$ cat config.mk
export PLATFORM = sky130hd
export DESIGN_NAME = exc_mask_filter
export DESIGN_NICKNAME = d
export VERILOG_FILES = /design/src/rtl/exc_mask_pkg.sv /design/src/rtl/exc_mask_regs.sv /design/src/rtl/exc_prio_gate.sv /design/src/rtl/exc_readback.sv /design/src/rtl/exc_mask_filter.sv
export SDC_FILE = /design/constraint.sdc
export NUM_CORES = 1
export LEC_CHECK = 0
export ABC_AREA = 0
export BUFFER_PORTS_ARGS = -buffer_cell sky130_fd_sc_hd__buf_2
export CORE_UTILIZATION = 40
export DETAILED_ROUTE_END_ITERATION = 6
export PLACE_DENSITY = 0.85
export SYNTH_ARGS = -nofsm -noshare
export SYNTH_HDL_FRONTEND = slang
export SYNTH_SLANG_ARGS = --single-unit
$ cat constraint.sdc
create_clock -name clk -period 1.9 [get_ports clk]
set_clock_uncertainty 0.05 [all_clocks]
set_input_delay 0 -clock clk [delete_from_list [all_inputs] [get_ports clk]]
set_output_delay 0 -clock clk [all_outputs]
set_load 0.005 [all_outputs]
$ cat src/rtl/exc_mask_pkg.sv
package exc_mask_pkg;

    typedef enum logic [1:0] {
        CLS_NMI   = 2'd0,
        CLS_HARD  = 2'd1,
        CLS_FAULT = 2'd2,
        CLS_IRQ   = 2'd3
    } exc_cls_e;

    typedef enum logic [1:0] {
        SEL_PRI  = 2'd0,
        SEL_FLT  = 2'd1,
        SEL_BASE = 2'd2,
        SEL_NONE = 2'd3
    } mask_sel_e;

    localparam int unsigned MAX_PRIO_W = 9;

endpackage

$ cat src/rtl/exc_mask_regs.sv
module exc_mask_regs
    import exc_mask_pkg::*;
#(
    parameter int unsigned PRIO_W = 8
) (
    input  logic              clk,
    input  logic              rst_n,
    input  logic              wr_en,
    input  logic              priv_lvl,
    input  logic [1:0]        wr_sel,
    input  logic [PRIO_W-1:0] wr_data,
    output logic              pm_q,
    output logic              fm_q,
    output logic [PRIO_W-1:0] bp_q
);

    typedef struct packed {
        logic              pm;
        logic              fm;
        logic [PRIO_W-1:0] bp;
    } mask_state_t;

    localparam mask_state_t RESET_STATE = '{pm: 1'b0, fm: 1'b0, bp: '0};

    mask_state_t state_d, state_q;
    logic        wr_ok;
    mask_sel_e   sel;

    assign sel   = mask_sel_e'(wr_sel);
    assign wr_ok = wr_en & priv_lvl;

    always_comb begin
        state_d = state_q;
        if (wr_ok) begin
            unique case (sel)
                SEL_PRI:  state_d.pm = wr_data[0];
                SEL_FLT:  state_d.fm = wr_data[0];
                SEL_BASE: state_d.bp = wr_data;
                default:  state_d    = state_q;
            endcase
        end
    end

    always_ff @(posedge clk or negedge rst_n) begin
        if (!rst_n) begin
            state_q <= RESET_STATE;
        end else begin
            state_q <= state_d;
        end
    end

    assign pm_q = state_q.pm;
    assign fm_q = state_q.fm;
    assign bp_q = state_q.bp;

endmodule

$ cat src/rtl/exc_prio_gate.sv
module exc_prio_gate #(
    parameter int unsigned PRIO_W = 8
) (
    input  logic [PRIO_W-1:0] thresh,
    input  logic [PRIO_W-1:0] prio,
    output logic              prio_blocked
);

    logic thresh_active;
    logic at_or_below;

    assign thresh_active = |thresh;

    generate
        if (PRIO_W == 1) begin : g_narrow
            // a one-bit threshold is active only at 1, so only prio 1 matches
            assign at_or_below = prio[0];
        end else begin : g_wide
            assign at_or_below = (prio >= thresh);
        end
    endgenerate

    assign prio_blocked = thresh_active & at_or_below;

endmodule

$ cat src/rtl/exc_readback.sv
module exc_readback
    import exc_mask_pkg::*;
#(
    parameter int unsigned PRIO_W = 8
) (
    input  logic [1:0]        rd_sel,
    input  logic              pm,
    input  logic              fm,
    input  logic [PRIO_W-1:0] bp,
    output logic [PRIO_W-1:0] rd_data
);

    localparam int unsigned PAD_W = PRIO_W - 1;

    logic [PRIO_W-1:0] pm_ext, fm_ext;

    generate
        if (PAD_W == 0) begin : g_nopad
            assign pm_ext = pm;
            assign fm_ext = fm;
        end else begin : g_pad
            assign pm_ext = {{PAD_W{1'b0}}, pm};
            assign fm_ext = {{PAD_W{1'b0}}, fm};
        end
    endgenerate

    always_comb begin
        unique case (mask_sel_e'(rd_sel))
            SEL_PRI:  rd_data = pm_ext;
            SEL_FLT:  rd_data = fm_ext;
            SEL_BASE: rd_data = bp;
            default:  rd_data = '0;
        endcase
    end

endmodule

$ cat src/rtl/exc_mask_filter.sv
module exc_mask_filter
    import exc_mask_pkg::*;
#(
    parameter int unsigned PRIO_W = 8,
    parameter int unsigned NUM_W  = 9
) (
    input  logic              clk,
    input  logic              rst_n,
    input  logic              req_valid,
    input  logic [NUM_W-1:0]  req_num,
    input  logic [1:0]        req_cls,
    input  logic [PRIO_W-1:0] req_prio,
    input  logic              wr_en,
    input  logic              priv_lvl,
    input  logic [1:0]        wr_sel,
    input  logic [PRIO_W-1:0] wr_data,
    input  logic [1:0]        rd_sel,
    output logic [PRIO_W-1:0] rd_data,
    output logic              allow,
    output logic [NUM_W-1:0]  pass_num,
    output logic              pri_mask,
    output logic              flt_mask,
    output logic [PRIO_W-1:0] base_pri
);

    initial begin
        if (PRIO_W < 1 || PRIO_W > MAX_PRIO_W) begin
            $error("exc_mask_filter: PRIO_W out of range");
        end
    end

    logic              pm_q, fm_q;
    logic [PRIO_W-1:0] bp_q;
    logic              prio_blocked;
    logic              allow_d;
    exc_cls_e          cls;

    assign cls = exc_cls_e'(req_cls);

    exc_mask_regs #(.PRIO_W(PRIO_W)) u_regs (
        .clk      (clk),
        .rst_n    (rst_n),
        .wr_en    (wr_en),
        .priv_lvl (priv_lvl),
        .wr_sel   (wr_sel),
        .wr_data  (wr_data),
        .pm_q     (pm_q),
        .fm_q     (fm_q),
        .bp_q     (bp_q)
    );

    exc_prio_gate #(.PRIO_W(PRIO_W)) u_gate (
        .thresh       (bp_q),
        .prio         (req_prio),
        .prio_blocked (prio_blocked)
    );

    exc_readback #(.PRIO_W(PRIO_W)) u_rb (
        .rd_sel  (rd_sel),
        .pm      (pm_q),
        .fm      (fm_q),
        .bp      (bp_q),
        .rd_data (rd_data)
    );

    always_comb begin
        allow_d = 1'b0;
        if (req_valid) begin
            unique case (cls)
                CLS_NMI:  allow_d = 1'b1;
                CLS_HARD: allow_d = ~fm_q & ~prio_blocked;
                default:  allow_d = ~pm_q & ~fm_q & ~prio_blocked;
            endcase
        end
    end

    assign allow    = allow_d;
    assign pass_num = allow_d ? req_num : '0;
    assign pri_mask = pm_q;
    assign flt_mask = fm_q;
    assign base_pri = bp_q;

endmodule

==> out/metrics.cfg <==
[floorplanning]
core_mm2 = 0.00204
ios = 64
rows = 16
start_util_pct = 44.2
die-width_um = 49.5
dieHeight_um = 49.5
dieArea_mm2 = 0.00245

[global_route]
antenna_found_initial = 0
grt_usage_pct = 23.0
grt_pass1_wl_um = 4330
grt_max_degree = 11
grt_pass1_vias = 1068
grt.overflow.total = 0

[logic_synthesis]
syn_area_um2 = 902
synthCells = 99
ys_seq_area_share_pct = 27.7
syn-num-nets = 143
synth_seq_cells = 10
yosys.area.top_type_share_pct = 27.7
syn_area_per_cell_um2 = 9.11
synth_top_area_cell = dfrtp_1
ys.warnings.count = 0
ys_types = 25
synth.area.top_cells = dfrtp_1 28%, mux2_2 12%, ha_1 11%, nand3b_1 7.5%, o21ai_0 7.2%

[power_and_ir_drop]
power.density_mw_per_mm2 = 675
ir_drop_mv = 0.485
power_mw = 1.02
power_leakage_nw = 0.781

[drt]
avgViaCountPerCell = 5.12
met1_length_um = 1130
ant_nets = 0
via_count = 1106
wl_per_cell_um = 13.3
dr_wl_met3_um = 171
wl_um = 2870
first_iter_violations = 17
dr.pass1.iters = 4
routed.top_layer = met4
drc_errors = 0
wl_met2_um = 1550

[cells_and_area]
area_delta_synth_final_pct = 67.3
stdcell_area_mm2 = 0.00151
drive_above_1_share_pct = 54.0
fillers = 160
fin_nets = 234
seq_area_um2 = 250
fin_util_pct = 73.9
antenna_cells = 0
multi_input_area_um2 = 643

[hold_path]
min_from = wr_sel[0]
hold_path_class = in2reg

[clocking]
cts_tree = done
clock_path_buffers = 2
insertion_delay_ps = 260
clock-sinks = 10
cts_max_level = 1
cts_buffers = 3
clk_pin_slew_ps = 70
root_buffer = clkbuf_4

[timing]
setup_viol = 10
final.min_clock_period_ps = 2120
holdWs_ps = 38.9
rsz0062_at_grt = yes
fin_crit_sh_pct = 112
fin_ws_ps = -222
fmax_mhz = 471
worst_pin_slew_ps = 615
final-max-slew-violation-count = 0
slew-limit-headroom_pct = 58.9
hold_viol_final = 0

[place]
place_area_mm2 = 0.00130
dp_hpwl_um = 2140
gp_congestion = 0.820
port_buffers = 63

[critical_path]
crit_fanout = 5
crit_path_start_kind = flop
rr_startpoint = u_regs.bp_q[5]
worstSetupPathType = reg2out
cp-startpoint = u_regs.bp_q[4]
arrival_ps = 2070
critical_path_required_ps = 1850
cp-end-kind = primary output

[run_status]
status = complete, but fails checks
violations = negative setup slack

[flow_run]
drv_cap = 0

## synthesized netlist by cell type
master	number
o21ai_0	13
dfrtp_1	10
inv_1	10
mux2_2	10
nand3b_1	9
o21ai_1	9
ha_1	8
and2_1	6
nand2_1	4
nor2_1	3
nand2b_1	2
nor3_1	2
a2111oi_4	1
a211o_1	1
a221oi_1	1
a221oi_2	1
and2_2	1
mux2i_1	1
nand4_1	1
nor2b_1	1
nor3b_2	1
o21a_1	1
or2b_2	1
or4_1	1
or4_4	1
## worst max-delay path, stage by stage (launching register included)
cell,delay (ps)
dfrtp_1,410
or4_4,530
a2111oi_4,370
buf_4,200
o21ai_1,70
o21ai_1,100
buf_2,130
## final cells by class
cell class,instances,share of cell area [%]
multi-input cells,79,42.6
well taps,27,2.24
flip-flops and latches,10,16.6
inverters,10,2.49
repair buffers,86,33.7
clock buffers,4,2.40
## state kept, by name (all words and copies together), names as in the netlist
| signal | cells |
|---|---|
| u_regs.fm_q | 1 |
| u_regs.bp_q | 8 |
| u_regs.pm_q | 1 |
## per-stage QoR
| stage | setup TNS [ps] | worst slack (ps) | instances |
|---|---|---|---|
| after detailed placement | -683 | -86.2 | 196 |
| after global routing | -3100 | -332 | 216 |
| after floorplan | 0 | 131 | 99 |
| after CTS | -2020 | -209 | 214 |
| after global placement | 0 | 11.5 | 196 |
| final | -2110 | -222 | 216 |
## final timing paths
| kind | endpoint | cells past startpoint | slack [ps] |
|---|---|---|---|
| min in group asynchronous | u_regs.bp_q[1] | 2 | 80 |
| worst max-delay path | pass_num[5] | 6 | -220 |
| max in group asynchronous | u_regs.bp_q[7] | 2 | 1530 |
| worst min-delay path | u_regs.fm_q | 3 | 40 |
| worst min register to register | u_regs.fm_q | 1 | 500 |
| worst max register to register | u_regs.bp_q[5] | 2 | 910 |
## cell usage in the layout, fill, tap and decap left out, types with 2 or more instances in the layout
master	n
nor3_1	2
dfrtp_1	10
or4_4	2
o21ai_1	19
nand3b_1	9
nand2_1	4
o21ai_0	3
inv_1	8
dlygate4sd3_1	9
buf_4	13
and2_1	6
inv_2	2
nand2b_1	2
mux2_2	10
buf_2	64
ha_1	6
nor2_1	3
clkbuf_4	3
ha_4	2
## logic make-up after synthesis
logic type	synth area share [%]
compound gates	19.7
fa+ha+maj	11.1
buf+inv	4.16
flops	27.7
mux	13.6
simple gates	23.7
## power breakdown
part	total, mW	switching (mW)	internal (mW)
clock network	0.190	0.0737	0.116
logic	0.523	0.230	0.294
registers	0.305	0.0455	0.260
## layer usage
metal / up-vias / global-route usage, %
met5: - / 0
met4: 0 / 7.14
met3: 5 / 3.09
met2: 59 / 47.9
met1: 503 / 22.8
li1: 539 / -
## what timing repair did
item / 4_1_cts / 5_1_grt
resized for setup: 13 / 5
gates cloned: 2 / 0
setup buffers: 3 / 2
hold buffers: 9 / 0
hold endpoints to repair: 20 / 0
setup endpoints to repair: 10 / 10
pin swaps: 4 / 2
(Power assumes the default switching activity.)
